$ cat src/rtl/sk_pkg.sv
package sk_pkg;

    localparam int BYTE_W  = 8;
    localparam int NUM_ERR = 3;
    localparam int NUM_SRC = BYTE_W;

    // Error latch index inside the latch bank; status bit = ERR_BASE + index.
    localparam int ERR_BASE = 5;

    typedef enum logic [1:0] {
        ERR_KBD_OVR = 2'd0,
        ERR_RX_OVR  = 2'd1,
        ERR_FRAME   = 2'd2
    } err_idx_e;

    typedef enum logic [2:0] {
        SRC_TMR1    = 3'd0,
        SRC_TMR2    = 3'd1,
        SRC_TMR4    = 3'd2,
        SRC_TX_DONE = 3'd3,
        SRC_TX_NEED = 3'd4,
        SRC_RX_RDY  = 3'd5,
        SRC_KEY     = 3'd6,
        SRC_BRK_KEY = 3'd7
    } src_idx_e;

    typedef struct packed {
        logic rx_pin;
        logic shift_held;
        logic key_held;
        logic rx_busy;
    } live_t;

    typedef struct packed {
        logic                   clr;
        logic [NUM_SRC-1:0]     en;
        logic                   brk;
    } ctl_t;

    // Status byte: latches high, live conditions low, spare bit forced to 1.
    function automatic logic [BYTE_W-1:0] pack_status(
        input logic [NUM_ERR-1:0] err_n,
        input live_t              live
    );
        logic [BYTE_W-1:0] s;
        s                       = '1;
        s[ERR_BASE +: NUM_ERR]  = err_n;
        s[4]                    = live.rx_pin;
        s[3]                    = ~live.shift_held;
        s[2]                    = ~live.key_held;
        s[1]                    = ~live.rx_busy;
        return s;
    endfunction

endpackage

$ cat src/rtl/sk_bus_decode.sv
module sk_bus_decode
    import sk_pkg::*;
#(
    parameter int              ADDR_W      = 4,
    parameter logic [ADDR_W-1:0] ADDR_IRQEN  = 4'hE,
    parameter logic [ADDR_W-1:0] ADDR_ERRCLR = 4'hA,
    parameter logic [ADDR_W-1:0] ADDR_SERCTL = 4'hF
) (
    input  logic              clk_i,
    input  logic              rst_i,
    input  logic              wr_en_i,
    input  logic [ADDR_W-1:0] wr_addr_i,
    input  logic [BYTE_W-1:0] wr_data_i,
    output ctl_t              ctl_o
);

    localparam int BRK_BIT = BYTE_W - 1;

    logic               hit_en;
    logic               hit_clr;
    logic               hit_ser;
    logic [NUM_SRC-1:0] en_q;
    logic               brk_q;

    always_comb begin
        hit_en  = wr_en_i && (wr_addr_i == ADDR_IRQEN);
        hit_clr = wr_en_i && (wr_addr_i == ADDR_ERRCLR);
        hit_ser = wr_en_i && (wr_addr_i == ADDR_SERCTL);
    end

    always_ff @(posedge clk_i) begin
        if (rst_i) begin
            en_q  <= '0;
            brk_q <= 1'b0;
        end else begin
            if (hit_en)  en_q  <= wr_data_i;
            if (hit_ser) brk_q <= wr_data_i[BRK_BIT];
        end
    end

    always_comb begin
        ctl_o.clr = hit_clr;
        ctl_o.en  = en_q;
        ctl_o.brk = brk_q;
    end

    AST_EN_LOAD: assert property (@(posedge clk_i) disable iff (rst_i)
        hit_en |=> (ctl_o.en == $past(wr_data_i)));
    AST_EN_KEEP: assert property (@(posedge clk_i) disable iff (rst_i)
        !hit_en |=> $stable(ctl_o.en));

endmodule

$ cat src/rtl/sk_err_latches.sv
module sk_err_latches
    import sk_pkg::*;
#(
    parameter int N = NUM_ERR
) (
    input  logic         clk_i,
    input  logic         rst_i,
    input  logic         clr_i,
    input  logic [N-1:0] evt_i,
    output logic [N-1:0] lat_n_o
);

    for (genvar g = 0; g < N; g++) begin : g_lat
        logic q;

        // Event beats the clear when both land on the same edge.
        always_ff @(posedge clk_i) begin
            if (rst_i)          q <= 1'b1;
            else if (evt_i[g])  q <= 1'b0;
            else if (clr_i)     q <= 1'b1;
        end

        assign lat_n_o[g] = q;

        AST_ERR_SET: assert property (@(posedge clk_i) disable iff (rst_i)
            evt_i[g] |=> !lat_n_o[g]);
        AST_ERR_STICKY: assert property (@(posedge clk_i) disable iff (rst_i)
            (!lat_n_o[g] && !clr_i) |=> !lat_n_o[g]);
        AST_ERR_CLEAR: assert property (@(posedge clk_i) disable iff (rst_i)
            (clr_i && !evt_i[g]) |=> lat_n_o[g]);
        AST_ERR_CAUSE: assert property (@(posedge clk_i) disable iff (rst_i)
            $fell(lat_n_o[g]) |-> $past(evt_i[g]));
    end

endmodule

$ cat src/rtl/sk_irq_pend.sv
module sk_irq_pend
    import sk_pkg::*;
#(
    parameter int N = NUM_SRC
) (
    input  logic         clk_i,
    input  logic         rst_i,
    input  logic [N-1:0] en_i,
    input  logic [N-1:0] evt_i,
    output logic [N-1:0] pend_o
);

    for (genvar g = 0; g < N; g++) begin : g_src
        logic q;

        // Raw flag is flushed one edge after its enable drops, so a later
        // re-enable never revives an old request.
        always_ff @(posedge clk_i) begin
            if (rst_i)        q <= 1'b0;
            else if (!en_i[g]) q <= 1'b0;
            else if (evt_i[g]) q <= 1'b1;
        end

        assign pend_o[g] = q & en_i[g];

        AST_PEND_CAUSE: assert property (@(posedge clk_i) disable iff (rst_i)
            $rose(pend_o[g]) |-> $past(evt_i[g] && en_i[g]));
        AST_PEND_HOLD: assert property (@(posedge clk_i) disable iff (rst_i)
            pend_o[g] |=> (pend_o[g] || !en_i[g]));
        AST_PEND_SET: assert property (@(posedge clk_i) disable iff (rst_i)
            (evt_i[g] && en_i[g]) |=> (pend_o[g] || !en_i[g]));
    end

endmodule

$ cat src/rtl/sk_status_irq.sv
module sk_status_irq
    import sk_pkg::*;
#(
    parameter int                ADDR_W      = 4,
    parameter logic [ADDR_W-1:0] ADDR_IRQEN  = 4'hE,
    parameter logic [ADDR_W-1:0] ADDR_ERRCLR = 4'hA,
    parameter logic [ADDR_W-1:0] ADDR_SERCTL = 4'hF
) (
    input  logic              clk_i,
    input  logic              rst_i,
    input  logic              wr_en_i,
    input  logic [ADDR_W-1:0] wr_addr_i,
    input  logic [7:0]        wr_data_i,
    input  logic              frame_err_i,
    input  logic              rx_ovr_i,
    input  logic              kbd_ovr_i,
    input  logic              rx_busy_i,
    input  logic              key_held_i,
    input  logic              shift_held_i,
    input  logic              rx_pin_i,
    input  logic [7:0]        irq_evt_i,
    input  logic              ser_tx_i,
    output logic              ser_tx_o,
    output logic [7:0]        status_o,
    output logic [7:0]        pend_o,
    output logic              irq_o
);

    ctl_t                ctl;
    logic [NUM_ERR-1:0]  err_evt;
    logic [NUM_ERR-1:0]  err_n;
    live_t               live;

    sk_bus_decode #(
        .ADDR_W      (ADDR_W),
        .ADDR_IRQEN  (ADDR_IRQEN),
        .ADDR_ERRCLR (ADDR_ERRCLR),
        .ADDR_SERCTL (ADDR_SERCTL)
    ) i_dec (
        .clk_i     (clk_i),
        .rst_i     (rst_i),
        .wr_en_i   (wr_en_i),
        .wr_addr_i (wr_addr_i),
        .wr_data_i (wr_data_i),
        .ctl_o     (ctl)
    );

    always_comb begin
        err_evt                      = '0;
        err_evt[int'(ERR_KBD_OVR)]   = kbd_ovr_i;
        err_evt[int'(ERR_RX_OVR)]    = rx_ovr_i;
        err_evt[int'(ERR_FRAME)]     = frame_err_i;
    end

    sk_err_latches #(.N(NUM_ERR)) i_err (
        .clk_i   (clk_i),
        .rst_i   (rst_i),
        .clr_i   (ctl.clr),
        .evt_i   (err_evt),
        .lat_n_o (err_n)
    );

    sk_irq_pend #(.N(NUM_SRC)) i_pend (
        .clk_i  (clk_i),
        .rst_i  (rst_i),
        .en_i   (ctl.en),
        .evt_i  (irq_evt_i),
        .pend_o (pend_o)
    );

    always_comb begin
        live.rx_pin     = rx_pin_i;
        live.shift_held = shift_held_i;
        live.key_held   = key_held_i;
        live.rx_busy    = rx_busy_i;
        status_o        = pack_status(err_n, live);
        irq_o           = |pend_o;
        ser_tx_o        = ser_tx_i & ~ctl.brk;
    end

    AST_BREAK_FORCE: assert property (@(posedge clk_i) disable iff (rst_i)
        (wr_en_i && wr_addr_i == ADDR_SERCTL && wr_data_i[7]) |=> !ser_tx_o);
    AST_SPARE_HIGH: assert property (@(posedge clk_i) disable iff (rst_i)
        status_o[0]);
    AST_IRQ_PEND: assert property (@(posedge clk_i) disable iff (rst_i)
        $rose(irq_o) |-> ($countones(pend_o) > 0));
    AST_CLR_ANY: assert property (@(posedge clk_i) disable iff (rst_i)
        (wr_en_i && wr_addr_i == ADDR_ERRCLR && !frame_err_i && !rx_ovr_i && !kbd_ovr_i)
        |=> (status_o[7:5] == 3'b111));

endmodule

$ cat config.mk
export PLATFORM = sky130hd
export DESIGN_NAME = sk_status_irq
export DESIGN_NICKNAME = d
export VERILOG_FILES = /design/src/rtl/sk_pkg.sv /design/src/rtl/sk_bus_decode.sv /design/src/rtl/sk_err_latches.sv /design/src/rtl/sk_irq_pend.sv /design/src/rtl/sk_status_irq.sv
export SDC_FILE = /design/constraint.sdc
export NUM_CORES = 1
export LEC_CHECK = 0
export ABC_CLOCK_PERIOD_IN_PS = 1950
export CORE_ASPECT_RATIO = 0.9
export CORE_UTILIZATION = 37
export CTS_CLUSTER_DIAMETER = 80
export DETAILED_ROUTE_END_ITERATION = 10
export HOLD_SLACK_MARGIN = 0.1
export PLACE_DENSITY = 0.78
export SYNTH_ARGS = -nofsm -noshare
export SYNTH_HDL_FRONTEND = slang
export SYNTH_SLANG_ARGS = --single-unit
$ cat constraint.sdc
create_clock -name clk_i -period 1.95 [get_ports clk_i]
set_clock_uncertainty 0.15 [all_clocks]
set_input_delay 0.2925 -clock clk_i [delete_from_list [all_inputs] [get_ports clk_i]]
set_output_delay 0.2925 -clock clk_i [all_outputs]
set_load 0.05 [all_outputs]
==> flow_summary_export.csv <==
group,metric,value,unit
run_status,run_status,"complete, but fails checks",
run_status,failed_checks,"setup timing",
synth,synthAdderAreaFrac,0,%
cts,cts_max_path_buffers,2,
place,dpl_cell_area,1360,sq um
cts,cts-htree-levels,1,
synth,yosysSeqAreaShare,45.7,%
cts,postCtsHoldBufs,0,
sta,period_share,120,%
layout,area_growth,61.4,%
synth,syn_nets,131,
power_and_ir_drop,switching_share,24.9,%
place,hpwlAfterDp,1540,um
synth,synth-seq-cells,20,
cts,cts_root_buffer,"clkbuf_4",
critical_path,crit_required,1.51,ns
min_path,hold_class,"reg -> reg",
detailed_routing,wl_per_cell,11.2,um
grt,grt_max_degree,21,
power_and_ir_drop,seqPwrFrac,50.7,%
synth,avgSynthCellArea,8.76,sq um
critical_path,worst_path_most_repeated_cell,"or4_4",
power_and_ir_drop,switchingPower,206,uW
synth,yosysWarnings,0,
power_and_ir_drop,power_frac_clock,29.7,%
sta,rsz0062_at_grt,"yes",
layout,drive_gt1_share,20.8,%
critical_path,worstSetupStartpointType,"register",
sta,timing.final.ws_setup,-0.395,ns
power_and_ir_drop,internal_power,621,uW
die,die_x,53.3,um
synth,synth_edf_count,0,
detailed_routing,via_per_inst,4.65,
cts,path_clk_slew,0.11,ns
critical_path,worstSetupEndpointType,"output port",
die,die_h,48.2,um
sta,relSlewSlack,63.2,%
place,io_buffers,45,
grt,grt_pass1_vias,691,
layout,antenna_cells,0,
grt,overflow,0,
layout,fillers,192,
grt,grtUsageTotal,16.1,%
grt,grt_pass1_wl,2820,um
detailed_routing,antenna_left,0,
die,rows,16,
cts,insertion_delay,0.31,ns
synth,synthMuxAreaShare,9.14,%
cts,clock_sinks,20,
power_and_ir_drop,cellLeakagePower,0.608,nW
layout,final_nets,176,
place,globalplace.congestion,0.754,
synth,synth.distinct_cells,20,
sta,slew_violations,0,
critical_path,cpMaxStageDelayCell,"or4_4",
synth,yosys.area_share.simple,30.9,%
sta,hold_viol_final,0,
sta,fin_crit,2.34,ns
die,die_area,2570,sq um
flow_run,maxCapViolCount,0,
critical_path,cp_top_family,"simple AND/OR/NAND/NOR gates",
layout,layout_common_cells,"30 x clkdlybuf4s50_1, 18 x dfxtp_1, 16 x nand2b_1, 16 x nor2_1, 10 x buf_4",
critical_path,cp_num_buf_inv,1,
layout,regArea,403,sq um
cts,cts_tree,"yes",
power_and_ir_drop,power_frac_comb,19.6,%
synth,async_flop_share,0,%
sta,worst_pin_slew,0.551,ns
synth,synthCells,100,
die,start_util,39.8,%
layout,finalInstanceArea,1410,sq um
detailed_routing,vias,795,
synth,synth_compound_area_share,5.71,%
cts,cts_buffers,3,
critical_path,path_cells,"and2_4 -> or4_4 -> or4_4 -> buf_8",
power_and_ir_drop,powerDensity,585,nW/um^2
critical_path,critPathMaxFanout,2,
die,ios,49,
power_and_ir_drop,ir_worst_vdd,0.439,mV
critical_path,crit_type,"reg -> out",
sta,fmax,426,MHz
synth,synth_top_family_by_area,"simple AND/OR/NAND/NOR gates",
cts,post_cts_buffers,0,
detailed_routing,drc,0,
synth,synthesis.area,876,sq um
die,core_region_area,2200,sq um
detailed_routing,first_pass_iters,4,
grt,antenna_found_initial,0,
synth,synthXorXnorAreaFrac,0,%
sta,setup_tns,-0.395,ns
layout,mostFrequentLayoutCell,"clkdlybuf4s50_1",
synth,synth_ff_type,"dfxtp_1",
detailed_routing,routed_wl,1910,um
sta,setup_viol,1,
critical_path,critical_path_arrival,1.90,ns
layout,multi_input_area,419,sq um
detailed_routing,drt_iter0_drc,8,
critical_path,max_stage_delay,0.52,ns
## flip-flops by register name, indices dropped and copies added (netlist names)
name            count
i_dec.en_q          8
i_pend.g_src.q      8
i_err.g_lat.q       3
i_dec.brk_q         1
## synthesized netlist by cell type, drive strengths merged (2+ instances only)
cell type / number / area [sq um]
inv: 7 / 26.3
buf: 5 / 37.5
or4: 2 / 15.0
a21oi: 3 / 15.0
o31ai: 4 / 30.0
clkbuf: 2 / 7.51
nand2b: 16 / 100
nor2: 17 / 66.3
mux2i: 8 / 80.1
and2: 8 / 52.6
dfxtp: 20 / 400
nor2b: 2 / 12.5
## metal layers
metal / routed length (um) / global-route usage [%] / up-vias
met5: 0 / 0 / -
met4: 42 / 9.47 / 0
met3: 180 / 5.30 / 5
met2: 942 / 29.5 / 34
met1: 744 / 16.3 / 352
li1: - / - / 404
## power by group through the flow
stage | Clock [mW] | Combinational, mW | Sequential, mW
after floorplan | 0 | 0.0804 | 0.428
after global placement | 0 | 0.160 | 0.429
after detailed placement | 0 | 0.163 | 0.429
after CTS | 0.250 | 0.164 | 0.420
after global routing | 0.268 | 0.172 | 0.421
final | 0.245 | 0.162 | 0.420
## path summary, 6_finish.rpt
path         depth (start not counted)                             end  slack, ns                      startpoint
max                                  4                           irq_o      -0.39      i_dec.en_q[5]$_SDFFE_PP0P_
min                                  2  i_pend.g_src[2].q$_SDFFE_PP0P_       0.32  i_pend.g_src[2].q$_SDFFE_PP0P_
max reg2reg                          3        i_dec.brk_q$_SDFFE_PP0P_       1.06        i_dec.brk_q$_SDFFE_PP0P_
min reg2reg                          2  i_pend.g_src[2].q$_SDFFE_PP0P_       0.32  i_pend.g_src[2].q$_SDFFE_PP0P_
## worst min-delay path: cells and delay by family, from the launching register on
| family | cells | cell delay (ns) |
|---|---|---|
| flip-flops | 1 | 0.34 |
| AND/OR/NAND/NOR | 2 | 0.11 |
## metrics by stage
step / utilization, % / total power [mW] / hold WS [ns] / instances / setup WS [ns]
floorplan: - / 0.508 / 0.246 / 100 / -0.0350
global placement: 61.7 / 0.588 / 0.288 / 167 / -0.0695
detailed placement: 61.7 / 0.592 / 0.299 / 167 / -0.0759
CTS: 63.5 / 0.834 / 0.327 / 171 / -0.408
global route: 64.2 / 0.860 / 0.362 / 171 / -0.438
finish: 64.2 / 0.827 / 0.322 / 171 / -0.395
## logic make-up (layout without fill, tap and decap cells)
| kind of cell | after synthesis | in the layout |
|---|---|---|
| AOI/OAI and AO/OA | 8 | 8 |
| buffers and inverters | 14 | 58 |
| DFF | 20 | 20 |
| muxes | 8 | 8 |
| other | 1 | 1 |
| and+or+nand+nor | 49 | 49 |
## layout make-up
cell class | count | share of cell area [%]
clock buffer | 4 | 2.57
inverter | 7 | 1.86
multi-input combinational | 66 | 29.6
sequential | 20 | 28.5
tap | 27 | 2.39
timing repair buffer | 47 | 35.0
## timing repair
action,4_1_cts,5_1_grt
pin swaps,0,1
resized for setup,1,6
setup endpoints to repair,1,3
Note: power is estimated with default switching activity, not from simulation.
